[src/rtl/sdc_pkg.sv]
package sdc_pkg;

  localparam int COMS = 4;

  typedef enum logic [2:0] {
    OP_NONE,
    OP_PTR,
    OP_MODE,
    OP_BLINK,
    OP_VADJ
  } op_t;

  typedef enum logic [1:0] {
    ST_CMD,
    ST_DATA,
    ST_SKIP
  } rx_state_t;

  typedef struct packed {
    logic frame_fast;
    logic sel_s;
    logic sel_e;
    logic bias_half;
  } mode_t;

  typedef struct packed {
    logic       de;
    logic       ve;
    logic [3:0] da;
  } vadj_t;

endpackage

[src/rtl/sdc_op_decode.sv]
module sdc_op_decode
  import sdc_pkg::*;
#(
  parameter int DEPTH = 22
) (
  input  logic [7:0] byte_i,
  output op_t        op_o
);

  localparam logic [4:0] LAST_ADDR = 5'(DEPTH - 1);

  always_comb begin
    op_o = OP_NONE;
    if (byte_i[7:5] == 3'b000) begin
      if (byte_i[4:0] <= LAST_ADDR) op_o = OP_PTR;
    end else if (byte_i[7:5] == 3'b100 && byte_i[1] == 1'b0) begin
      op_o = OP_MODE;
    end else if (byte_i[7:2] == 6'b110000) begin
      op_o = OP_BLINK;
    end else if (byte_i[7:6] == 2'b01) begin
      op_o = OP_VADJ;
    end
  end

endmodule

[src/rtl/sdc_cfg_regs.sv]
module sdc_cfg_regs
  import sdc_pkg::*;
(
  input  logic       clk,
  input  logic       rst_n,
  input  logic       cmd_en,
  input  op_t        op_i,
  input  logic [7:0] byte_i,
  output mode_t      mode_o,
  output logic [1:0] blink_o,
  output vadj_t      vadj_o
);

  mode_t      mode_q, mode_d;
  logic [1:0] blink_q, blink_d;
  vadj_t      vadj_q, vadj_d;

  always_comb begin
    mode_d  = mode_q;
    blink_d = blink_q;
    vadj_d  = vadj_q;
    if (cmd_en) begin
      unique case (op_i)
        OP_MODE: begin
          mode_d.frame_fast = byte_i[4];
          mode_d.sel_s      = byte_i[3];
          mode_d.sel_e      = byte_i[2];
          mode_d.bias_half  = byte_i[0];
        end
        OP_BLINK: blink_d = byte_i[1:0];
        OP_VADJ: begin
          vadj_d.de = byte_i[5];
          vadj_d.ve = byte_i[4];
          vadj_d.da = byte_i[3:0];
        end
        default: ;
      endcase
    end
  end

  always_ff @(posedge clk or negedge rst_n) begin
    if (!rst_n) begin
      mode_q  <= '0;
      blink_q <= 2'b00;
      vadj_q  <= '{de: 1'b1, ve: 1'b1, da: 4'h0};
    end else begin
      mode_q  <= mode_d;
      blink_q <= blink_d;
      vadj_q  <= vadj_d;
    end
  end

  assign mode_o  = mode_q;
  assign blink_o = blink_q;
  assign vadj_o  = vadj_q;


  cfg_undef_hold_chk: assert property (@(posedge clk) disable iff (!rst_n)
    (cmd_en && op_i == OP_NONE) |=> $stable({mode_q, blink_q, vadj_q}));

endmodule

[src/rtl/sdc_addr_ptr.sv]
module sdc_addr_ptr #(
  parameter int DEPTH = 22,
  parameter int AW    = 5
) (
  input  logic          clk,
  input  logic          rst_n,
  input  logic          load_i,
  input  logic [AW-1:0] load_val_i,
  input  logic          step_i,
  output logic [AW-1:0] ptr_o
);

  localparam logic [AW-1:0] LAST = AW'(DEPTH - 1);

  logic [AW-1:0] ptr_q, ptr_d;

  always_comb begin
    ptr_d = ptr_q;
    if (load_i) begin
      ptr_d = load_val_i;
    end else if (step_i) begin
      ptr_d = (ptr_q == LAST) ? '0 : ptr_q + 1'b1;
    end
  end

  always_ff @(posedge clk or negedge rst_n) begin
    if (!rst_n) ptr_q <= '0;
    else        ptr_q <= ptr_d;
  end

  assign ptr_o = ptr_q;


  ptr_range_chk: assert property (@(posedge clk) disable iff (!rst_n)
    ptr_q <= LAST);


  ptr_wrap_chk: assert property (@(posedge clk) disable iff (!rst_n)
    (step_i && !load_i && ptr_q == LAST) |=> ptr_q == '0);

endmodule

[src/rtl/sdc_disp_mem.sv]
module sdc_disp_mem
  import sdc_pkg::*;
#(
  parameter int DEPTH = 22,
  parameter int AW    = 5
) (
  input  logic              clk,
  input  logic              rst_n,
  input  logic              wr_en_i,
  input  logic [AW-1:0]     wr_addr_i,
  input  logic [7:0]        wr_data_i,
  input  logic [AW-1:0]     rd_addr_i,
  output logic [7:0]        rd_data_o,
  input  logic [1:0]        com_sel_i,
  output logic [2*DEPTH-1:0] row_o
);

  logic [2*COMS-1:0] mem_q [DEPTH];

  always_ff @(posedge clk or negedge rst_n) begin
    if (!rst_n) begin
      for (int i = 0; i < DEPTH; i++) mem_q[i] <= '0;
    end else if (wr_en_i) begin
      mem_q[wr_addr_i] <= wr_data_i;
    end
  end

  assign rd_data_o = mem_q[rd_addr_i];

  for (genvar k = 0; k < DEPTH; k++) begin : g_pair
    assign row_o[2*k]   = mem_q[k][{1'b0, com_sel_i}];
    assign row_o[2*k+1] = mem_q[k][{1'b1, com_sel_i}];
  end


  mem_write_chk: assert property (@(posedge clk) disable iff (!rst_n)
    wr_en_i |=> mem_q[$past(wr_addr_i)] == $past(wr_data_i));

endmodule

[src/rtl/sdc_core.sv]
module sdc_core
  import sdc_pkg::*;
#(
  parameter int SEGS = 44
) (
  input  logic            clk,
  input  logic            rst_n,
  input  logic            xfer_start,
  input  logic            in_valid,
  input  logic            in_first,
  input  logic [7:0]      in_data,
  input  logic            rd_ack_valid,
  input  logic            rd_ack_ok,
  output logic [7:0]      rd_data,
  input  logic [1:0]      com_sel,
  output logic [SEGS-1:0] seg_row,
  output logic            bias_half,
  output logic            frame_fast,
  output logic            osc_en,
  output logic            disp_en,
  output logic [1:0]      blink_sel,
  output logic            vadj_de,
  output logic            vadj_ve,
  output logic [3:0]      vadj_da,
  output logic            follower_en
);

  localparam int DEPTH = SEGS / 2;
  localparam int AW    = $clog2(DEPTH);

  // reset: asserted asynchronously, released on the clock
  logic [1:0] rst_pipe_q;
  logic       rst_n_s;

  always_ff @(posedge clk or negedge rst_n) begin
    if (!rst_n) rst_pipe_q <= 2'b00;
    else        rst_pipe_q <= {rst_pipe_q[0], 1'b1};
  end
  assign rst_n_s = rst_pipe_q[1];

  op_t       op;
  rx_state_t state_q, state_d;
  logic      cmd_byte, data_byte, ack_step;
  logic      ptr_load, ptr_step;
  logic [AW-1:0] ptr;
  mode_t     mode;
  vadj_t     vadj;

  sdc_op_decode #(.DEPTH(DEPTH)) u_dec (
    .byte_i (in_data),
    .op_o   (op)
  );

  assign cmd_byte  = in_valid && in_first;
  assign data_byte = in_valid && !in_first && (state_q == ST_DATA);
  assign ack_step  = rd_ack_valid && rd_ack_ok && !in_valid;
  assign ptr_load  = cmd_byte && (op == OP_PTR);
  assign ptr_step  = data_byte || ack_step;

  always_comb begin
    state_d = state_q;
    if (xfer_start) state_d = ST_CMD;
    if (cmd_byte)   state_d = (op == OP_PTR) ? ST_DATA : ST_SKIP;
  end

  always_ff @(posedge clk or negedge rst_n_s) begin
    if (!rst_n_s) state_q <= ST_CMD;
    else          state_q <= state_d;
  end

  sdc_addr_ptr #(.DEPTH(DEPTH), .AW(AW)) u_ptr (
    .clk        (clk),
    .rst_n      (rst_n_s),
    .load_i     (ptr_load),
    .load_val_i (in_data[AW-1:0]),
    .step_i     (ptr_step),
    .ptr_o      (ptr)
  );

  sdc_disp_mem #(.DEPTH(DEPTH), .AW(AW)) u_mem (
    .clk       (clk),
    .rst_n     (rst_n_s),
    .wr_en_i   (data_byte),
    .wr_addr_i (ptr),
    .wr_data_i (in_data),
    .rd_addr_i (ptr),
    .rd_data_o (rd_data),
    .com_sel_i (com_sel),
    .row_o     (seg_row)
  );

  sdc_cfg_regs u_cfg (
    .clk     (clk),
    .rst_n   (rst_n_s),
    .cmd_en  (cmd_byte),
    .op_i    (op),
    .byte_i  (in_data),
    .mode_o  (mode),
    .blink_o (blink_sel),
    .vadj_o  (vadj)
  );

  assign bias_half   = mode.bias_half;
  assign frame_fast  = mode.frame_fast;
  assign osc_en      = mode.sel_s;
  assign disp_en     = mode.sel_s && mode.sel_e;
  assign vadj_de     = vadj.de;
  assign vadj_ve     = vadj.ve;
  assign vadj_da     = vadj.da;
  assign follower_en = (vadj.da != 4'h0) && !(vadj.de && !vadj.ve);


  skip_hold_chk: assert property (@(posedge clk) disable iff (!rst_n_s)
    (in_valid && !in_first && state_q != ST_DATA) |=> $stable(ptr));


  nack_hold_chk: assert property (@(posedge clk) disable iff (!rst_n_s)
    (rd_ack_valid && !rd_ack_ok && !in_valid) |=> $stable(ptr));

endmodule

[config.mk]
export PLATFORM = sky130hd
export DESIGN_NAME = sdc_core
export DESIGN_NICKNAME = d
export VERILOG_FILES = /design/src/rtl/sdc_pkg.sv /design/src/rtl/sdc_op_decode.sv /design/src/rtl/sdc_cfg_regs.sv /design/src/rtl/sdc_addr_ptr.sv /design/src/rtl/sdc_disp_mem.sv /design/src/rtl/sdc_core.sv
export SDC_FILE = /design/constraint.sdc
export NUM_CORES = 1
export LEC_CHECK = 0
export BUFFER_PORTS_ARGS = -buffer_cell sky130_fd_sc_hd__buf_2
export CORE_ASPECT_RATIO = 2
export CORE_UTILIZATION = 40
export CTS_CLUSTER_SIZE = 28
export DETAILED_ROUTE_END_ITERATION = 8
export SYNTH_ARGS = -nofsm -noshare
export SYNTH_HDL_FRONTEND = slang
export SYNTH_SLANG_ARGS = --single-unit
[constraint.sdc]
create_clock -name clk -period 6.8 [get_ports clk]
set_input_delay 0.34 -clock clk [delete_from_list [all_inputs] [get_ports clk]]
set_output_delay 0.34 -clock clk [all_outputs]
set_load 0.05 [all_outputs]
Yosys cells after proc, flatten, opt, wreduce, memory -nomap -nowiden --
Index checks and enable logic that the tools add are counted.
Word-level totals: output and inout port bits 65, bits in registers 197, bits of input ports 17, word-level logic and storage cells 178
Cells by class: bitwise operators 2, reductions and logical operators 23, muxes and demuxes 105, add/subtract/negate cells 1, magnitude comparators 5, equality and inequality tests 9
Operators with widths (count):
- bitwise mux 176 bit | 1
- binary-select mux 1 bit (select 2 bit) | 44
- two-way mux 1 bit | 45
- binary-select mux 8 bit (select 5 bit) | 1
- demux 8 bit (select 5 bit) | 1
- two-way mux 8 bit | 3
- two-way mux 5 bit | 3
- two-way mux 3 bit | 4
- logical AND 1 bit | 11
- equality test 3 x 2 -> 1 bit, second input constant | 2
- equality test 3 bit, second input constant | 2
- equality test 6 bit, second input constant | 1
- greater-or-equal comparator 6 bit, second input constant | 1
- < comparator 6 x 1 -> 1 bit, second input constant | 1
- two-way mux 2 bit | 3
- inverter 5 -> 6 bit | 1
- AND reduction 2 bit | 3
- adder 5 x 1 -> 5 bit, second input constant | 1
- equality test 5 bit, second input constant | 1
- <= comparator 5 bit, second input constant | 1
- equality test 2 x 1 -> 1 bit, second input constant | 2
- logical NOT 1 bit | 4
- < comparator 2 x 4 -> 1 bit, second input constant | 1
- < comparator 3 x 4 -> 1 bit, second input constant | 1
- 6 further kinds | 7

Depth between registers and ports, before layout --
Gate-level depths: netlist of run 1.
depth after elaboration 8, mapped depth 9, mapped depth without buffers 6

By module --
From an unflattened synthesis of run 1, not the netlist that was laid out.
Unflattened totals: cells, all modules 707, area total of the unflattened synthesis 10436.3 µm²
Modules (own cells, without submodules):
- sdc_disp_mem | sequential area each 4404.2 µm², instances 1, area an instance 9330.2 µm², cells an instance 612
- sdc_cfg_regs | sequential area each 302.8 µm², instances 1, area an instance 505.5 µm², cells an instance 28
- sdc_addr_ptr | sequential area each 125.1 µm², instances 1, area an instance 335.3 µm², cells an instance 37
- sdc_core | sequential area each 100.1 µm², instances 1, area an instance 205.2 µm², cells an instance 20
- sdc_op_decode | sequential area each 0.0 µm², instances 1, area an instance 60.1 µm², cells an instance 10

Least setup slack after synthesis of run 1 --
Ideal clock, no wire load.
path type flip-flop to flip-flop, start register u_ptr.ptr_q[0], in the netlist u_ptr.ptr_o[0], end register u_mem.mem_q[40] (netlist bit), data arrival time 2.173 ns, setup slack 4.502 ns, required time 6.675 ns, library setup time 0.125 ns, path buffers 4, clock period less this slack 2.298 ns, stages on the path, launching flop included 10, cells stage by stage dfrtp_1 clkbuf_2 buf_2 buf_2 inv_1 ha_1 and2_1 buf_2 nand2_1 mux2_2
Between the ends: longest elaborated chain between the ends 6, elaborated cells between the ends (all ways) 7, classes of those cells 2 x order compare; 3 x mux; 1 x bitwise; 1 x reduce/logical
RTL lines:
- from (decl) | line sdc_addr_ptr.sv:15 | logic [AW-1:0] ptr_q, ptr_d;
- from (signal assigned) | line sdc_addr_ptr.sv:28 | else ptr_q <= ptr_d;
- inverter 5 -> 6 bit (not written as such) (*) | line sdc_disp_mem.sv:24 | mem_q[wr_addr_i] <= wr_data_i;
- greater-or-equal comparator 6 bit (not written as such) / < comparator 6 x 1 -> 1 bit (equally long branches) | line sdc_disp_mem.sv:24
- logical AND 1 bit (not written as such) | line sdc_disp_mem.sv:24
- two-way mux 8 bit (not written as such) | line sdc_disp_mem.sv:24
- demux 8 bit (select 5 bit) (*) | line sdc_disp_mem.sv:24
- bitwise mux 176 bit (*) | line sdc_disp_mem.sv:24
- to (signal, indexed assignment) | line sdc_disp_mem.sv:24
- to (decl) | line sdc_disp_mem.sv:18 | logic [2*COMS-1:0] mem_q [DEPTH];
Mark *: on every way between the ends. The rest lies on a longest branch, timed or not. A chain may end at the register's enable or synchronous reset.

Final worst setup path of run 1 --
start register u_ptr.ptr_q[1], in the netlist u_ptr.ptr_o[1], end output rd_data[5]
Between the ends: longest elaborated chain between the ends 4
RTL lines:
- inverter 5 -> 6 bit (not written as such) | line sdc_disp_mem.sv:28 | assign rd_data_o = mem_q[rd_addr_i];
- binary-select mux 8 bit (select 5 bit) | line sdc_disp_mem.sv:28
- two-way mux 8 bit (not written as such) (2 in series) | line sdc_disp_mem.sv:28
- to (decl) | line sdc_core.sv:14 | output logic [7:0] rd_data,
Every way passes these cells. The select of a mux whose other input is x is not followed.

==> metrics.md, run 1 <==
| Metric | Value |
|---|---|
| Largest net degree at the start of global routing | 196 |
| Hold Buf Count CTS | 1 |
| Ant. Diodes | 0 |
| Antenna violations before repair | 0 |
| Post-synth top area cell | dfrtp_1 |
| Reg clk slew, reported paths | 70 ps |
| Cells after synthesis | 714 |
| Area growth syn-to-layout | 11.9% |
| Worst Setup SP | u_ptr.ptr_o[1] |
| DR iter-0 viols | 367 |
| Clk sinks | 197 |
| Max frequency | 272 MHz |
| CTS root buf | clkbuf_16 |
| Place WS | 3640 ps |
| PostCTS Resize Cnt | 0 |
| Ys async rst share | 100% |
| Synth warn | 0 |
| Unrepaired setup endpoints after global routing | no |
| Port Buffers | 81 |
| Postcts setup bufs | 0 |
| Layout Skew | 6.92 ps |
| Period minus WS final | 3680 ps |
| Final worst slack | 3120 ps |
| Post-route DRC | 0 |
| Period utilisation layout | 54.0% |
| Worst slew pin tran | 1120 ps |
| Detailed placement HPWL | 19,900 um |
| CTS H-Tree Depth | 4 |
| CP required | 6460 ps |
| Core area | 25,000 um^2 |
| Vias post-DR | 6,624 |
| Final Non-Filler Cells | 1,110 |
| Share of cells above drive strength 1 | 49.7% |
| Initial Util | 40.8% |
| Maximum fanout along the worst path | 49 |
| Syn Std Cell Area | 10,200 um^2 |
| Post-DR vias/cell | 5.97 |
| Hold Crit Start | xfer_start |
| GP Congestion | 0.885 |
| Hold/Removal Path Class | in -> reg |
| IO Pins | 82 |
| Clock Latency Late Sink | 450 ps |
| Main flop type after synthesis | dfrtp_1 |
| Total CTS buffers | 17 |
| Die height | 228 um |
| Post-Syn Nets | 735 |
| R2R Path End | u_mem.mem_q[82] |
| Most frequent cells in the layout | dfrtp_1, mux2_2, buf_2 |
| Number of library cell types mapped by synthesis | 48 |
| Setup crit end kind | output pin |
| Peak VDD IR | 0.000168 V |
| CTS tree | built |
| Part of the Yosys area used for sequential elements | 48.3% |
| Crit path to | rd_data[5] |
| Synth top area share | 47.8% |
| R2R cell count | 4 |
| Die X | 115 um |
| Post-synthesis average cell area | 14.3 um^2 |
| Post-Route Utilization | 45.7% |
| MaxCap Viol Count | 0 |
| Startpoint types | register |
| Std-Cell Rows | 82 |
| Arrival @ worst endpoint | 3340 ps |
| Clock Tree Buf Depth | 2 |
| First-pass GRT wire length | 45,200 um |
| Status | completed |
| Placed cells | 1,077 |
| Grt ovf | 0 |
| FF+latch count, synth | 197 |
| Setup Viol. Count Final | 0 |
| Reg2reg start | u_ptr.ptr_o[0] |
| Design Area, Final | 11,400 um^2 |
| Placed cell areas | 10,800 um^2 |
| R2R Setup Slk | 3990 ps |
| Hold slack | 162 ps |
| Nets | 782 |
| Power Dens Cells | 261 nW/um^2 |
| Pre-Repair DR Iteration Count | 7 |
| Final Max Slew Viols | 0 |
| Fin. Hold Viols | 0 |
| Wire per inst | 26.2 um |
| Vias in the first global route | 7,333 |
| Crit Path Class | reg -> out |
| Post-Route Setup TNS | 0 ps |
| Leading cell type in the layout, fill and taps excluded | dfrtp_1 |
| Detail Route Antenna Nets | 0 |
| Cell leakage power | 5.54 nW |
| Slew headroom | 25.6% |
| Design Power | 2.99 mW |
| Tot GR Track Use | 23.8% |
| Synth area leaders | dfrtp_1, mux2_2, mux4_2 |
| EDFF count, synth | 0 |
| Die area | 26,200 um^2 |
| Drt total wl | 29,100 um |
[final cells by class]
type / instances / area [um^2]
Timing Repair Buffer: 87 / 465
Multi-Input combinational cell: 453 / 4990
Clock inverter: 7 / 93.8
Inverter: 5 / 18.8
Clock buffer: 25 / 495
Fill cell: 2293 / 13600
Tap cell: 336 / 420
Sequential cell: 197 / 4940
[metal layers]
metal | wire length [um] | up-vias | GRT usage [%]
li1 | - | 2795 | -
met2 | 15900 | 220 | 41.6
met4 | 1420 | 0 | 13.1
met5 | 0 | - | 0
met3 | 1340 | 59 | 4.62
met1 | 10400 | 3550 | 26.6
[power by group]
group | internal [mW] | leakage [nW] | switching [mW]
Clock | 0.581 | 0.284 | 0.445
Combinational | 0.228 | 2.54 | 0.360
Sequential | 1.23 | 2.71 | 0.144
Total | 2.04 | 5.54 | 0.949
[synth_stat cells (3+ instances only)]
| master | count |
|---|---|
| clkbuf_1 | 33 |
| mux4_2 | 60 |
| and2_1 | 5 |
| nor4_1 | 9 |
| nor2_1 | 16 |
| or4bb_1 | 3 |
| buf_1 | 3 |
| mux2i_1 | 57 |
| mux2_1 | 3 |
| ha_1 | 4 |
| nand2_1 | 22 |
| buf_2 | 16 |
| inv_1 | 5 |
| nand3_1 | 5 |
| mux2_2 | 185 |
| nor2b_1 | 3 |
| dfrtp_1 | 195 |
| nand2_2 | 12 |
| o22ai_1 | 25 |
| or4b_1 | 3 |
| a22oi_1 | 8 |
| buf_4 | 4 |
| a21oi_1 | 4 |
| o21ai_0 | 3 |
[registers in the layout (all words and copies together) (netlist names)]
signal	count
u_cfg.vadj_o	6
u_cfg.blink_o	2
rst_pipe_q	2
u_mem.mem_q	176
u_cfg.mode_o	4
u_ptr.ptr_o	5
state_q	2
[logic make-up after synthesis]
| kind of cell | after synthesis | synth area share, % |
|---|---|---|
| buf+inv | 64 | 2.79 |
| flops | 197 | 48.3 |
| fa+ha+maj | 4 | 0.490 |
| mux | 305 | 39.5 |
| compound gates | 48 | 3.20 |
| other cells | 1 | 0.0367 |
| simple gates | 95 | 5.64 |
[how the worst min path moves through the flow]
stage | cells past startpoint | end
floorplan | 0 | rst_pipe_q[0]
global placement | 1 | rst_pipe_q[0]
detailed placement | 1 | rst_pipe_q[0]
CTS | 3 | state_q[0]
global route | 3 | state_q[1]
finish | 3 | state_q[0]
[worst max-delay path, cell delays in order, from the launching register on]
cell and delay [ps]:
dfrtp_4 640, buf_4 710, mux2i_1 430, o22ai_1 150
nor4_1 460, nand2_1 170, buf_2 250
No activity file was read; power rests on OpenSTA's default activity.
==> inputs of run 2 (changes only) <==
--- a/config.mk
+++ b/config.mk
@@ -5,6 +5,7 @@
 export SDC_FILE = /design/constraint.sdc
 export NUM_CORES = 1
 export LEC_CHECK = 0
+export ABC_AREA = 1
 export BUFFER_PORTS_ARGS = -buffer_cell sky130_fd_sc_hd__buf_2
 export CORE_ASPECT_RATIO = 2
 export CORE_UTILIZATION = 40
==> constraint.sdc (replaced) <==
create_clock -name clk -period 3.1 [get_ports clk]
set_input_delay 0.155 -clock clk [delete_from_list [all_inputs] [get_ports clk]]
set_output_delay 0.155 -clock clk [all_outputs]
set_load 0.05 [all_outputs]
==> metrics.md, run 2 <==
| Metric | Value |
|---|---|
| Final Max Slew Viols | 0 |
| Largest net degree at the start of global routing | 143 |
| Reg2reg start | u_ptr.ptr_o[0] |
| Detail Route Antenna Nets | 0 |
| Leading cell type in the layout, fill and taps excluded | nand2_1 |
| Setup Viol. Count Final | 0 |
| Peak VDD IR | 0.000755 V |
| Die area | 27,700 um^2 |
| Max FFs per register | 176 |
| Post-Route Setup TNS | 0 ps |
| Post-Route Utilization | 45.6% |
| Post-route DRC | 0 |
| Clock Tree Buf Depth | 2 |
| Reg clk slew, reported paths | 70 ps |
| Max frequency | 370 MHz |
| Part of the Yosys area used for sequential elements | 45.7% |
| Ys async rst share | 100% |
| Maximum fanout along the worst path | 8 |
| Placed cell areas | 11,400 um^2 |
| Wire per inst | 19.0 um |
| Most frequent cells in the layout | nand2_1, o21ai_0, dfrtp_1 |
| Count leader, synth | nand2_1 |
| Clock Latency Late Sink | 450 ps |
| Layout Skew | 6.89 ps |
| Tot GR Track Use | 27.0% |
| Worst Setup SP | u_ptr.ptr_o[4] |
| Fin. Hold Viols | 0 |
| Synth area leaders | dfrtp_1, nand2_1, o21ai_0 |
| CP required | 2940 ps |
| CTS H-Tree Depth | 4 |
| Arrival @ worst endpoint | 2550 ps |
| Cell leakage power | 5.78 nW |
| GP Congestion | 0.902 |
| Post-DR vias/cell | 5.25 |
| Area growth syn-to-layout | 11.5% |
| Post-synth top area cell | dfrtp_1 |
| Die height | 234 um |
| CTS tree | built |
| Port Buffers | 81 |
| Period minus WS final | 2700 ps |
| Status | completed |
| Post-Syn Nets | 1,541 |
| Synth warn | 0 |
| Vias post-DR | 9,975 |
| Startpoint types | register |
| EDFF count, synth | 0 |
| Crit Path Class | reg -> out |
| Syn Std Cell Area | 10,800 um^2 |
| Setup crit end kind | output pin |
| Core area | 26,400 um^2 |
| FF+latch count, synth | 197 |
| Grt ovf | 0 |
| Main flop type after synthesis | dfrtp_1 |
| Detailed placement HPWL | 24,800 um |
| Cells after synthesis | 1,520 |
| Ant. Diodes | 0 |
| MaxCap Viol Count | 0 |
| Post-synthesis average cell area | 7.10 um^2 |
| Pre-Repair DR Iteration Count | 5 |
| Power Dens Cells | 703 nW/um^2 |
| Hold Crit Start | in_data[4] |
| Vias in the first global route | 9,803 |
| Antenna violations before repair | 0 |
| Worst slew pin tran | 747 ps |
| Die X | 118 um |
| Biggest register | u_mem.mem_q |
| Clk sinks | 197 |
| Synth cell count leaders | nand2_1, o21ai_0, dfrtp_1, inv_1, a21oi_1 |
| First-pass GRT wire length | 56,300 um |
| Nets | 1,563 |
| Total CTS buffers | 17 |
| Share of cells above drive strength 1 | 11.0% |
| Std-Cell Rows | 84 |
| Drt total wl | 36,200 um |
| Hold/Removal Path Class | in -> reg |
| Number of library cell types mapped by synthesis | 30 |
| Slew headroom | 50.2% |
| Initial Util | 40.9% |
| IO Pins | 82 |
| DR iter-0 viols | 771 |
| Period utilisation layout | 87.2% |
| Design Area, Final | 12,000 um^2 |
| Unrepaired setup endpoints after global routing | no |
| Synth top area share | 45.2% |
| CTS root buf | clkbuf_16 |
run 2: layout make-up:
type / instances / area, um^2
Fill cell: 2744 / 14400
Sequential cell: 197 / 4940
Multi-Input combinational cell: 1057 / 4800
Timing Repair Buffer: 104 / 648
Inverter: 165 / 621
Clock buffer: 21 / 460
Tap cell: 344 / 430
Clock inverter: 11 / 125
run 2: stage by stage:
step                      power [mW]  instances  hold slack, ps  setup WS (ps)
after floorplan                 5.30       1520            -141           1090
after global placement          6.21       1864           -60.3            795
after detailed placement        6.21       1864           -56.7            762
after CTS                       8.47       1899             110            406
after global routing            8.86       1899             107            250
final                           8.45       1899             111            396
run 2: critical path, stage by stage (launching register included):
cell and delay, ps:
dfrtp_1 510, inv_2 80, nor2_2 120, nand2_1 100
nor2_1 490, nand2_1 140, nand2_1 210, nor2_1 90
nand2_1 80, buf_2 260
run 2: path summary, 6_finish.rpt:
kind	endpoint	slack, ps	depth (start not counted)
max reg2reg	u_mem.mem_q[148]	730	5
max	rd_data[4]	400	9
max in group asynchronous	u_ptr.ptr_o[0]	2140	1
min	u_mem.mem_q[84]	110	3
min in group asynchronous	u_mem.mem_q[37]	360	1
min reg2reg	u_mem.mem_q[37]	360	1
run 2: kinds of logic (layout without fill, tap and decap cells):
| family | Yosys count | in the layout | synth area share (%) |
|---|---|---|---|
| simple gates | 645 | 645 | 24.3 |
| compound gates | 406 | 406 | 19.6 |
| buf+inv | 266 | 301 | 9.79 |
| flops | 197 | 197 | 45.7 |
| fa+ha+maj | 4 | 4 | 0.464 |
| other cells | 1 | 1 | 0.0347 |
| xor+xnor | 1 | 1 | 0.0812 |
run 2: repair_timing:
item | CTS | global route
buffers inserted | 0 | 0
hold endpoints to repair | 4 | 0
gates resized for setup | 0 | 0
hold buffers | 3 | 0
run 2: metal layers:
metal | global-route usage, % | up-vias | share of wire (%)
met5 | 0 | - | 0
met4 | 17.6 | 0 | 6.1
met3 | 2.94 | 97 | 4.7
met2 | 47.9 | 326 | 51
met1 | 30.8 | 4655 | 38
li1 | - | 4897 | -
run 2: power by group:
part / switching (mW) / internal, mW / leakage [nW]
Sequential: 0.149 / 2.75 / 2.09
Combinational: 2.47 / 0.827 / 3.42
Clock: 1.02 / 1.23 / 0.283
==> inputs of run 3 (changes only) <==
--- a/config.mk
+++ b/config.mk
@@ -11,6 +11,7 @@
 export CORE_UTILIZATION = 40
 export CTS_CLUSTER_SIZE = 28
 export DETAILED_ROUTE_END_ITERATION = 8
+export RECOVER_POWER = 100
 export SYNTH_ARGS = -nofsm -noshare
 export SYNTH_HDL_FRONTEND = slang
 export SYNTH_SLANG_ARGS = --single-unit
==> metrics.md, run 3 (synthesis gave the netlist of run 2 again) <==
| Metric | Value |
|---|---|
| Peak VDD IR | 0.000748 V |
| Fin. Hold Viols | 0 |
| Detail Route Antenna Nets | 0 |
| Final-layout fill cell count | 2,789 |
| Biggest register | u_mem.mem_q |
| Die X | 118 um |
| Period minus WS final | 2850 ps |
| Nets | 1,563 |
| Layout Skew | 7.09 ps |
| Hold/Removal Path Class | in -> reg |
| Clock Tree Buf Depth | 2 |
| Vias in the first global route | 9,803 |
| Initial Util | 40.9% |
| Status | finished with violations |
| Detailed placement HPWL | 24,800 um |
| Max FFs per register | 176 |
| Final worst slack | 246 ps |
| Largest net degree at the start of global routing | 143 |
| Place WS | 762 ps |
| Failing checks | max-capacitance violations, max-slew violations |
| Unrepaired setup endpoints after global routing | no |
| Setup crit end kind | output pin |
| DR iter-0 viols | 857 |
| IO Pins | 82 |
| Post-Route Setup TNS | 0 ps |
| Power Dens Cells | 709 nW/um^2 |
| CTS root buf | clkbuf_16 |
| Final Max Slew Viols | 220 |
| CTS tree | built |
| First-pass GRT wire length | 56,300 um |
| Placed cell areas | 11,400 um^2 |
| Reg2reg start | u_ptr.ptr_o[0] |
| Reg clk slew, reported paths | 70 ps |
| Pre-Repair DR Iteration Count | 6 |
| Most frequent cells in the layout | nand2_1, o21ai_0, dfrtp_1 |
| Area growth syn-to-layout | 9.72% |
| Hold slack | 117 ps |
| Post-DR vias/cell | 5.29 |
| Die height | 234 um |
| Setup Viol. Count Final | 0 |
| Worst slew pin tran | 2250 ps |
| Antenna violations before repair | 0 |
| Port Buffers | 81 |
| Postcts setup bufs | 0 |
| Placed cells | 1,864 |
| Vias post-DR | 10.0k |
| Crit Path Class | reg -> out |
| Leading cell type in the layout, fill and taps excluded | nand2_1 |
| Design Power | 8.40 mW |
| Clk sinks | 197 |
| Maximum fanout along the worst path | 8 |
| Final Non-Filler Cells | 1,899 |
| Post-route DRC | 0 |
| Worst Setup SP | u_ptr.ptr_o[4] |
| MaxCap Viol Count | 3 |
| Share of cells above drive strength 1 | 5.79% |
| CTS H-Tree Depth | 4 |
| Core area | 26,400 um^2 |
| Post-Route Utilization | 44.9% |
| Ant. Diodes | 0 |
| Clock Latency Late Sink | 450 ps |
| GP Congestion | 0.902 |
| Hold Crit Start | in_data[4] |
| Total CTS buffers | 17 |
| Wire per inst | 19.2 um |
| Cell leakage power | 5.63 nW |
| Max frequency | 350 MHz |
| Startpoint types | register |
| Arrival @ worst endpoint | 2700 ps |
| Design Area, Final | 11,800 um^2 |
| Slew headroom | -49.7% |
| Drt total wl | 36,400 um |
| Period utilisation layout | 92.1% |
| Tot GR Track Use | 27.0% |
| Grt ovf | 0 |
| Die area | 27,700 um^2 |
| CP required | 2940 ps |
| Std-Cell Rows | 84 |
-- run 3: cell count changes in the layout (fill, tap and decap cells not counted), sizes merged --
cell	delta
buf	-64
clkinv	-1
inv	+1
clkbuf	+64
-- run 3: worst max-delay path, cell delays in order (launching register included) --
cell      delay (ps)
dfrtp_1          510
inv_2             80
nor2_2           120
nand2_1           90
nor2_1           490
nand2_1          120
nand2_1          190
nor2_1            90
nand2_1           90
clkbuf_1         470
-- run 3: layer usage --
metal  GRT usage (%)  wire, um  up-vias  share of wire [%]
li1                -         -     4893                  -
met1            30.8     13900     4699                 38
met2            47.9     18400      343                 51
met3            2.94      1750      107                4.8
met4            17.6      2350        0                6.5
met5               0         0        -                  0
-- run 3: layout make-up --
| cell class | instances | area (um^2) | area share [%] |
|---|---|---|---|
| multi-input combinational | 1057 | 4720 | 39.8 |
| tap | 344 | 430 | 3.64 |
| inverter | 165 | 619 | 5.23 |
| sequential | 197 | 4940 | 41.7 |
| clock buffer | 21 | 460 | 3.89 |
| clock inverter | 11 | 125 | 1.06 |
| timing repair buffer | 104 | 549 | 4.64 |
-- run 3: path summary, 6_finish.rpt --
check                                    to  slack, ps  cells past startpoint
setup reg to reg           u_mem.mem_q[174]        390                      5
hold reg to reg               rst_pipe_q[1]        360                      0
setup / recovery                 rd_data[7]        250                      9
min in group asynchronous     rst_pipe_q[1]        550                      3
max in group asynchronous  u_mem.mem_q[141]        690                      1
hold / removal              u_mem.mem_q[84]        120                      3
-- run 3: repair_timing --
action,4_1_cts,5_1_grt
hold endpoints to repair,4,0
resized for setup,0,0
hold buffers,3,0
-- run 3: power breakdown --
| group | internal (mW) | leakage, nW | switching (mW) | total, mW |
|---|---|---|---|---|
| clock | 1.23 | 0.283 | 1.03 | 2.26 |
| combinational | 0.791 | 3.26 | 2.44 | 3.24 |
| sequential | 2.75 | 2.09 | 0.149 | 2.90 |
| total | 4.78 | 5.63 | 3.62 | 8.40 |
